[src/rtl/hbk_pkg.sv]
package hbk_pkg;
  localparam int unsigned TMO_W       = 12;
  localparam int unsigned TMO_MIN_S   = 1;
  localparam int unsigned TMO_MAX_S   = 3600;
  localparam int unsigned TMO_DEF_S   = 30;
  localparam int unsigned KICK_W      = 8;
  localparam logic [2:0]  CKS_LO      = 3'd5;
  localparam logic [2:0]  CKS_MID     = 3'd6;
  localparam logic [2:0]  CKS_HI      = 3'd7;
  localparam logic [2:0]  CKS_DEF     = CKS_HI;
  localparam int unsigned KICK_MARGIN = 4;

  typedef enum logic [1:0] {
    CMD_NONE  = 2'd0,
    CMD_STOP  = 2'd1,
    CMD_START = 2'd2,
    CMD_KICK  = 2'd3
  } cmd_e;
endpackage

[src/rtl/hbk_tmo_reg.sv]
module hbk_tmo_reg #(
  parameter int unsigned TW    = hbk_pkg::TMO_W,
  parameter int unsigned T_MIN = hbk_pkg::TMO_MIN_S,
  parameter int unsigned T_MAX = hbk_pkg::TMO_MAX_S,
  parameter int unsigned T_DEF = hbk_pkg::TMO_DEF_S
) (
  input  logic          clk,
  input  logic          rst,
  input  logic [TW-1:0] init_val,
  input  logic          wr,
  input  logic [TW-1:0] wr_val,
  output logic [TW-1:0] tmo_q,
  output logic          ok_q,
  output logic          err_q
);
  localparam logic [TW-1:0] LO  = TW'(T_MIN);
  localparam logic [TW-1:0] HI  = TW'(T_MAX);
  localparam logic [TW-1:0] DEF = TW'(T_DEF);

  logic init_in_range, wr_in_range;
  assign init_in_range = (init_val >= LO) && (init_val <= HI);
  assign wr_in_range   = (wr_val >= LO) && (wr_val <= HI);

  always_ff @(posedge clk) begin
    if (rst) begin
      tmo_q <= init_in_range ? init_val : DEF;
      ok_q  <= 1'b0;
      err_q <= 1'b0;
    end else begin
      ok_q  <= wr && wr_in_range;
      err_q <= wr && !wr_in_range;
      if (wr && wr_in_range) tmo_q <= wr_val;
    end
  end
endmodule

[src/rtl/hbk_deadline.sv]
module hbk_deadline #(
  parameter int unsigned TW = hbk_pkg::TMO_W
) (
  input  logic          clk,
  input  logic          rst,
  input  logic          load,
  input  logic [TW-1:0] load_val,
  input  logic          sec_tick,
  output logic          alive
);
  logic [TW-1:0] remain_q;

  always_ff @(posedge clk) begin
    if (rst)                            remain_q <= '0;
    else if (load)                      remain_q <= load_val;
    else if (sec_tick && remain_q != 0) remain_q <= remain_q - 1'b1;
  end

  assign alive = (remain_q != '0);
endmodule

[src/rtl/hbk_kick_timer.sv]
module hbk_kick_timer #(
  parameter int unsigned KW = hbk_pkg::KICK_W
) (
  input  logic          clk,
  input  logic          rst,
  input  logic          load,
  input  logic          kill,
  input  logic [KW-1:0] interval,
  input  logic          ms_tick,
  output logic          due
);
  logic          armed_q;
  logic [KW-1:0] cnt_q;

  assign due = armed_q && ms_tick && (cnt_q == KW'(1));

  always_ff @(posedge clk) begin
    if (rst) begin
      armed_q <= 1'b0;
      cnt_q   <= '0;
    end else if (kill) begin
      armed_q <= 1'b0;
    end else if (load) begin
      armed_q <= 1'b1;
      cnt_q   <= interval;
    end else if (armed_q && ms_tick) begin
      cnt_q <= (cnt_q == KW'(1)) ? interval : cnt_q - 1'b1;
    end
  end
endmodule

[src/rtl/hb_wdog_kicker.sv]
module hb_wdog_kicker #(
  parameter int unsigned TMO_W    = hbk_pkg::TMO_W,
  parameter int unsigned TMO_MIN  = hbk_pkg::TMO_MIN_S,
  parameter int unsigned TMO_MAX  = hbk_pkg::TMO_MAX_S,
  parameter int unsigned TMO_DEF  = hbk_pkg::TMO_DEF_S,
  parameter int unsigned KICK_W   = hbk_pkg::KICK_W,
  parameter int unsigned OVF_MS_5 = 6,
  parameter int unsigned OVF_MS_6 = 8,
  parameter int unsigned OVF_MS_7 = 12
) (
  input  logic             clk,
  input  logic             rst,
  input  logic [TMO_W-1:0] init_tmo_i,
  input  logic [2:0]       cfg_cks_i,
  input  logic             no_way_out_i,
  input  logic             start_i,
  input  logic             stop_i,
  input  logic             keepalive_i,
  input  logic             tmo_wr_i,
  input  logic [TMO_W-1:0] tmo_val_i,
  output logic             tmo_ok_o,
  output logic             tmo_err_o,
  input  logic             sec_tick_i,
  input  logic             ms_tick_i,
  output logic             wd_en_o,
  output logic             wd_wt_mode_o,
  output logic [2:0]       wd_cks_o,
  output logic             wd_cnt_clr_o,
  output logic             wd_ovf_clr_o,
  output logic             wd_rsts_clr_o,
  output logic             hb_lost_o
);
  import hbk_pkg::*;

  localparam logic [KICK_W-1:0] KI_5 = KICK_W'(OVF_MS_5 - KICK_MARGIN);
  localparam logic [KICK_W-1:0] KI_6 = KICK_W'(OVF_MS_6 - KICK_MARGIN);
  localparam logic [KICK_W-1:0] KI_7 = KICK_W'(OVF_MS_7 - KICK_MARGIN);

  logic [TMO_W-1:0]  tmo_q;
  logic [KICK_W-1:0] interval;
  logic              started_q;
  logic              hb_alive, kick_due;
  logic              stop_ok;
  cmd_e              cmd;

  hbk_tmo_reg #(.TW(TMO_W), .T_MIN(TMO_MIN), .T_MAX(TMO_MAX), .T_DEF(TMO_DEF)) u_tmo (
    .clk(clk), .rst(rst), .init_val(init_tmo_i), .wr(tmo_wr_i), .wr_val(tmo_val_i),
    .tmo_q(tmo_q), .ok_q(tmo_ok_o), .err_q(tmo_err_o)
  );

  // Arbitration: one watchdog update per cycle, stop > start > kick
  assign stop_ok = stop_i && !(no_way_out_i && started_q);

  always_comb begin
    if (stop_ok)       cmd = CMD_STOP;
    else if (start_i)  cmd = CMD_START;
    else if (kick_due) cmd = CMD_KICK;
    else               cmd = CMD_NONE;
  end

  hbk_deadline #(.TW(TMO_W)) u_deadline (
    .clk(clk), .rst(rst),
    .load(cmd == CMD_START || keepalive_i),
    .load_val(tmo_q), .sec_tick(sec_tick_i), .alive(hb_alive)
  );

  always_comb begin
    case (wd_cks_o)
      CKS_LO:  interval = KI_5;
      CKS_MID: interval = KI_6;
      default: interval = KI_7;
    endcase
  end

  hbk_kick_timer #(.KW(KICK_W)) u_kick (
    .clk(clk), .rst(rst),
    .load(cmd == CMD_START),
    .kill(cmd == CMD_STOP || (cmd == CMD_KICK && !hb_alive)),
    .interval(interval), .ms_tick(ms_tick_i), .due(kick_due)
  );

  always_ff @(posedge clk) begin
    if (rst) begin
      wd_cks_o      <= (cfg_cks_i >= CKS_LO && cfg_cks_i <= CKS_HI) ? cfg_cks_i : CKS_DEF;
      wd_en_o       <= 1'b0;
      wd_wt_mode_o  <= 1'b0;
      wd_cnt_clr_o  <= 1'b0;
      wd_ovf_clr_o  <= 1'b0;
      wd_rsts_clr_o <= 1'b0;
      hb_lost_o     <= 1'b0;
      started_q     <= 1'b0;
    end else begin
      wd_cnt_clr_o  <= 1'b0;
      wd_ovf_clr_o  <= 1'b0;
      wd_rsts_clr_o <= 1'b0;
      case (cmd)
        CMD_STOP: wd_en_o <= 1'b0;
        CMD_START: begin
          wd_en_o       <= 1'b1;
          wd_wt_mode_o  <= 1'b1;
          wd_cnt_clr_o  <= 1'b1;
          wd_rsts_clr_o <= 1'b1;
          hb_lost_o     <= 1'b0;
          started_q     <= 1'b1;
        end
        CMD_KICK: begin
          if (hb_alive) begin
            wd_ovf_clr_o <= 1'b1;
            wd_cnt_clr_o <= 1'b1;
          end else begin
            hb_lost_o <= 1'b1;
          end
        end
        default: ;
      endcase
    end
  end
endmodule

[config.mk]
export PLATFORM = sky130hd
export DESIGN_NAME = hb_wdog_kicker
export DESIGN_NICKNAME = d
export VERILOG_FILES = /design/src/rtl/hbk_pkg.sv /design/src/rtl/hbk_tmo_reg.sv /design/src/rtl/hbk_deadline.sv /design/src/rtl/hbk_kick_timer.sv /design/src/rtl/hb_wdog_kicker.sv
export SDC_FILE = /design/constraint.sdc
export NUM_CORES = 1
export LEC_CHECK = 0
export BUFFER_PORTS_ARGS = -buffer_cell sky130_fd_sc_hd__buf_2
export CAP_MARGIN = 20
export CORE_ASPECT_RATIO = 1.1
export CORE_MARGIN = 4
export CORE_UTILIZATION = 60
export DETAILED_ROUTE_END_ITERATION = 7
export PLACE_DENSITY_LB_ADDON = 0.12
export SYNTH_ARGS = -nofsm -noshare
export SYNTH_HDL_FRONTEND = slang
export SYNTH_HIERARCHICAL = 1
export SYNTH_SLANG_ARGS = --single-unit
export TNS_END_PERCENT = 100
[constraint.sdc]
create_clock -name clk -period 6.1 [get_ports clk]
set_input_delay 0.61 -clock clk [delete_from_list [all_inputs] [get_ports clk]]
set_output_delay 0.61 -clock clk [all_outputs]
set_load 0.02 [all_outputs]
==> impl_metrics.py, run 1 <==
metrics = {
    "status": {
        "status": "finished clean",
    },
    "global_routing": {
        "busiest_layer": "met2",
        "grt_pass1_vias": 2106,
        "met2_usage_pct": 32.8,
        "grt_usage_pct": 20.9,
        "overflow": 0,
        "antenna_found_initial": 0,
        "use_met1_pct": 28.3,
        "grt_pass1_wl_um": 9380,
        "grt_max_degree": 59,
        "grtUsageMet3_pct": 4.05,
    },
    "worst_setup_path": {
        "critPathSlowestCell": "ha_1",
        "critPathTopFamily": "simple AND/OR/NAND/NOR gates",
        "reg2reg_depth": 11,
        "path_buf_inv": 2,
        "crit_arrival_ns": 3.88,
        "r2r_slack_ns": 2.35,
        "regToRegEndpoint": "u_deadline/remain_q[11]",
        "reg2reg_from": "u_kick/cnt_q[0]",
        "critical_path_required_ns": 6.23,
        "start_kind": "flip-flop",
        "path_cells": "ha_1 > nor3b_1 > nand2_1 > nor2_1 > inv_1 > a21oi_1 > ha_1 > or2_1 > clkinv_1 > nor2_1 > a311oi_2",
        "cpPeakStageDelay_ns": 0.56,
        "worstPathMaxFanout": 19,
        "crit_type": "reg2reg",
        "end_kind": "flip-flop",
    },
    "timing": {
        "report.final.slew_viol_count": 0,
        "skew_ns": 0.00855,
        "hold_viol": 0,
        "setup_viol": 0,
        "slew_headroom_pct": 34.7,
        "fin_tns_setup_ns": 0,
        "rsz0062_at_grt": "false",
        "finalCritPeriodShare_pct": 61.4,
        "fmax_mhz": 267,
        "period_needed_ns": 3.75,
        "worst_slew_pin_slew_ns": 0.980,
    },
    "die": {
        "dieArea_um2": 5450,
        "die_width_um": 70.7,
        "die_y_um": 77.0,
        "rows": 24,
        "floorplan.core_area_um2": 4080,
        "start_util_pct": 63.6,
        "io_pins": 47,
    },
    "synth": {
        "synth_area_um2": 2600,
        "synth_ff_type": "dfxtp_1",
        "synth_cell_types": 76,
        "synthArstFlopShare_pct": 0,
        "synth.most_common_cell": "dfxtp_1",
        "synth.avg_cell_area_um2": 9.38,
        "ys_seq_elements": 44,
        "synth-seq-area-share_pct": 39.7,
        "yosysTopAreaCell": "dfxtp_1",
        "postSynthCellCount": 277,
        "synth_common_cells": "dfxtp_1 (29), nor2_1 (27), inv_1 (20)",
        "ys_warn_count": 6,
        "synth-edff-count": 15,
        "synth_top_area_share_pct": 22.4,
        "synth_area_leaders": "dfxtp_1 (22%), edfxtp_1 (17%), nor2_1 (3.9%)",
    },
    "min_path": {
        "hp-class": "reg2reg",
        "min_from": "hb_lost_o",
        "min_path_cells": 2,
        "holdPathEnd": "hb_lost_o",
    },
    "place": {
        "place_hpwl_um": 4160,
        "place_congestion": 0.851,
        "portBuffers": 46,
    },
    "pwr": {
        "leakage_uw": 0.00118,
        "power_density_nw_per_um2": 236,
        "peakVddDrop_mv": 0.165,
    },
    "cts": {
        "cts_resized": 0,
        "clk_latency_ns": 0.29,
        "cts_num_sinks": 44,
        "clkSlewWorstSetupHoldPaths_ns": 0.08,
        "hold_buffers": 0,
        "cts_tree": "done",
        "cts_buffers": 5,
        "clock-root-buffer": "clkbuf_8",
        "cts_setup_buffers": 0,
        "ctsHtreeMaxLevel": 2,
        "clk_path_buf_depth": 2,
    },
    "final_layout": {
        "area.growth.synth_to_final_pct": 13.5,
        "fin_util_pct": 72.2,
        "multi_input_area_um2": 1460,
        "layout.nets": 370,
        "diodes": 0,
        "fillCellCount": 322,
        "drive_above_1_share_pct": 24.4,
        "regArea_um2": 1030,
    },
    "drt": {
        "antenna_left": 0,
        "wl_um": 5580,
        "drt-wirelength-per-cell_um": 14.7,
        "via_count": 2279,
        "first_pass_iters": 4,
        "viasPerCell": 6.00,
        "drt_iter0_markers": 201,
        "drcViolationCount": 0,
    },
    "run": {
        "cap_violations": 0,
    },
}
[worst max path at each step]
| stage | from | endpoint | depth (start not counted) |
|---|---|---|---|
| 6_report | u_kick/cnt_q[0] | u_deadline/remain_q[11] | 11 |
| 5_1_grt | u_kick/cnt_q[0] | u_deadline/remain_q[11] | 11 |
| 4_1_cts | u_kick/cnt_q[0] | u_deadline/remain_q[11] | 11 |
| 3_5_place_dp | u_kick/cnt_q[0] | u_deadline/remain_q[11] | 11 |
| 3_3_place_gp | u_kick/cnt_q[0] | u_deadline/remain_q[11] | 11 |
| 2_1_floorplan | u_kick/cnt_q[0] | u_kick/cnt_q[0] | 12 |
[state kept, by name (all words and copies together), names as in the netlist]
signal and flops:
u_kick/cnt_q 8, wd_cnt_clr_o 1, u_tmo/ok_q 1, started_q 1
wd_ovf_clr_o 1, u_kick/armed_q 1, wd_en_o 1, wd_rsts_clr_o 1
u_tmo/tmo_q 12, wd_cks_o 3, hb_lost_o 1, u_deadline/remain_q 12
u_tmo/err_q 1
[report_power, final]
group          switching, uW  total (uW)  internal (uW)  leakage [uW]
clock network           95.8         176           80.4     0.0000455
registers               21.6         353            331      0.000390
logic                   94.5         167           72.2      0.000744
[layer usage]
metal | vias up | part of all wire (%)
li1 | 1151 | -
met1 | 1042 | 45
met2 | 80 | 47
met3 | 6 | 6.4
met4 | 0 | 1.4
met5 | - | 0
[cells in the final DEF, fill, tap and decap left out, types with 5 or more instances in the layout]
master,instances
nor4_1,9
nand4_1,6
nand2_1,13
nand2b_1,5
nand3_1,10
inv_1,20
ha_1,7
buf_2,46
o21ai_0,14
nor2_1,27
conb_1,7
clkbuf_8,5
edfxtp_1,15
nor3_1,6
a21oi_1,10
a211oi_1,8
dfxtp_1,29
[metrics by stage]
step	hold WS [ns]	setup slack, ns	cell area (um2)	std cells	total power (uW)
6_report	0.503	2.35	2950	380	695
3_5_place_dp	0.494	2.39	2870	372	524
3_3_place_gp	0.476	2.67	2870	372	519
5_1_grt	0.524	1.87	2950	380	736
4_1_cts	0.509	2.35	2950	380	700
2_1_floorplan	0.475	3.22	2620	282	476
[cell type report]
class / instances / share of cell area (%)
clock buffer: 6 / 2.46
clock inverter: 2 / 0.382
inverter: 22 / 2.80
multi-input combinational: 208 / 49.4
sequential: 44 / 35.0
tap: 52 / 2.21
timing repair buffer: 46 / 7.81
[worst register-to-register path, stage by stage, from the launching register on]
cell and delay, ns:
dfxtp_1 0.44, ha_1 0.22, nor3b_1 0.51, nand2_1 0.25, nor2_1 0.22, inv_1 0.09, a21oi_1 0.22, ha_1 0.56
or2_1 0.29, clkinv_1 0.42, nor2_1 0.29, a311oi_2 0.06
[cells by family (layout without fill, tap and decap cells)]
logic type | after synthesis | after routing | share of synthesized area (%)
AO/OA/AOI/OAI | 76 | 76 | 23.6
XOR/XNOR | 5 | 5 | 1.69
adder cells (fa/ha/maj) | 7 | 7 | 3.37
buffers and inverters | 30 | 76 | 4.96
flip-flops | 44 | 44 | 39.7
multiplexers | 3 | 3 | 1.20
other | 2 | 7 | 0.289
AND/OR/NAND/NOR | 110 | 110 | 25.2
No activity file was read; power rests on OpenSTA's default activity.
==> run 2: changes to the inputs <==
--- a/config.mk
+++ b/config.mk
@@ -9,7 +9,7 @@
 export CAP_MARGIN = 20
 export CORE_ASPECT_RATIO = 1.1
 export CORE_MARGIN = 4
-export CORE_UTILIZATION = 60
+export CORE_UTILIZATION = 56
 export DETAILED_ROUTE_END_ITERATION = 7
 export PLACE_DENSITY_LB_ADDON = 0.12
 export SYNTH_ARGS = -nofsm -noshare
==> constraint.sdc (replaced) <==
create_clock -name clk -period 3.8 [get_ports clk]
set_input_delay 0.38 -clock clk [delete_from_list [all_inputs] [get_ports clk]]
set_output_delay 0.38 -clock clk [all_outputs]
set_load 0.02 [all_outputs]
==> impl_metrics.py, run 2 (synthesis results as in run 1) <==
metrics = {
    "timing": {
        "setup_viol": 0,
        "worst_slew_pin_slew_ns": 0.993,
        "rsz0062_at_grt": "false",
        "fmax_mhz": 320,
        "skew_ns": 0.0106,
        "fin_tns_setup_ns": 0,
        "slew_headroom_pct": 33.8,
        "hold_viol": 0,
        "report.final.slew_viol_count": 0,
        "period_needed_ns": 3.13,
        "finalCritPeriodShare_pct": 82.3,
    },
    "cts": {
        "cts_setup_buffers": 0,
        "cts_num_sinks": 44,
        "clock-root-buffer": "clkbuf_8",
        "cts_tree": "done",
        "cts_resized": 0,
        "clkSlewWorstSetupHoldPaths_ns": 0.09,
        "clk_latency_ns": 0.30,
        "ctsHtreeMaxLevel": 2,
        "cts_buffers": 5,
        "clk_path_buf_depth": 2,
        "hold_buffers": 0,
    },
    "final_layout": {
        "mostFrequentLayoutCells": "buf_2 (46), dfxtp_1 (29), nor2_1 (27)",
        "final_common_cell": "buf_2",
        "fin_util_pct": 67.8,
        "drive_above_1_share_pct": 25.2,
        "layout.nets": 372,
        "diodes": 0,
        "final_cells": 384,
        "reg.largest.list": "u_deadline/remain_q x12, u_tmo/tmo_q x12, u_kick/cnt_q x8",
        "fillCellCount": 365,
        "area.growth.synth_to_final_pct": 14.4,
    },
    "global_routing": {
        "grt_pass1_vias": 2148,
        "grt_pass1_wl_um": 9420,
        "antenna_found_initial": 0,
        "grt_max_degree": 59,
        "grt_usage_pct": 20.5,
        "overflow": 0,
    },
    "pwr": {
        "power_density_nw_per_um2": 378,
        "peakVddDrop_mv": 0.213,
        "leakage_uw": 0.00119,
    },
    "die": {
        "start_util_pct": 59.3,
        "dieArea_um2": 5790,
        "rows": 25,
        "io_pins": 47,
        "die_y_um": 79.4,
        "die_width_um": 72.9,
        "floorplan.core_area_um2": 4380,
    },
    "status": {
        "status": "finished clean",
    },
    "place": {
        "place_hpwl_um": 4150,
        "dp_cells": 376,
        "portBuffers": 46,
        "place_congestion": 0.851,
    },
    "drt": {
        "via_count": 2260,
        "viasPerCell": 5.89,
        "drt-wirelength-per-cell_um": 14.7,
        "antenna_left": 0,
        "wl_um": 5630,
        "drt_iter0_markers": 196,
        "drcViolationCount": 0,
        "first_pass_iters": 4,
    },
    "min_path": {
        "hp-class": "in2reg",
    },
    "worst_setup_path": {
        "critical_path_required_ns": 3.94,
        "end_kind": "flip-flop",
        "worstPathMaxFanout": 19,
        "crit_arrival_ns": 3.27,
        "start_kind": "flip-flop",
        "crit_type": "reg2reg",
    },
    "run": {
        "cap_violations": 0,
    },
}
-- run 2: cell types whose count changed in the layout (fill, tap and decap cells not counted) --
cell	delta
buf_4	+2
clkbuf_1	-1
clkinv_2	+1
clkinv_4	+1
inv_4	-1
-- run 2: path summary, 6_finish.rpt --
check | depth (start not counted) | endpoint | slack [ns] | from
min | 3 | u_tmo/err_q | 0.32 | tmo_wr_i
max reg2reg | 12 | u_deadline/remain_q[11] | 0.67 | u_kick/cnt_q[0]
max | 12 | u_deadline/remain_q[11] | 0.67 | u_kick/cnt_q[0]
min reg2reg | 2 | started_q | 0.51 | started_q
-- run 2: power by group --
part           switching, uW  leakage [uW]  internal (uW)  total [uW]
Sequential              35.6      0.000390            532         567
Clock                    160     0.0000479            128         288
Combinational            150      0.000755            118         268
Total                    345       0.00119            777        1120
-- run 2: layout make-up --
type / instances / area, um2 / area share, %
sequential: 44 / 1030 / 34.7
clock buffer: 5 / 68.8 / 2.32
timing repair buffer: 48 / 245 / 8.26
clock inverter: 3 / 18.8 / 0.632
tap: 54 / 67.6 / 2.27
inverter: 22 / 82.6 / 2.78
multi-input combinational: 208 / 1460 / 49.0
-- run 2: worst max-delay path, cell delays in order (launching register included) --
cell	delay, ns
dfxtp_1	0.43
ha_1	0.21
nor3b_1	0.20
buf_4	0.17
nand2_1	0.12
nor2_1	0.20
inv_1	0.08
a21oi_1	0.22
ha_1	0.30
or2_1	0.24
clkinv_1	0.46
nor2_1	0.29
a311oi_2	0.06
-- run 2: per-stage QoR --
step	total power [uW]	instance area, um2	hold slack, ns	setup slack (ns)
after floorplan	764	2620	0.451	0.918
after global placement	836	2880	0.477	0.864
after detailed placement	842	2880	0.489	0.736
after CTS	1130	2970	0.319	0.703
after global routing	1180	2970	0.320	0.286
final	1120	2970	0.324	0.673
-- run 2: metal layers --
metal  track usage (%)  vias up  wire (um)
met2              33.3       68       2680
met4              7.75        0         71
met3              3.78        6        280
li1                  -     1150          -
met5                 0        -          0
met1              27.0     1036       2600
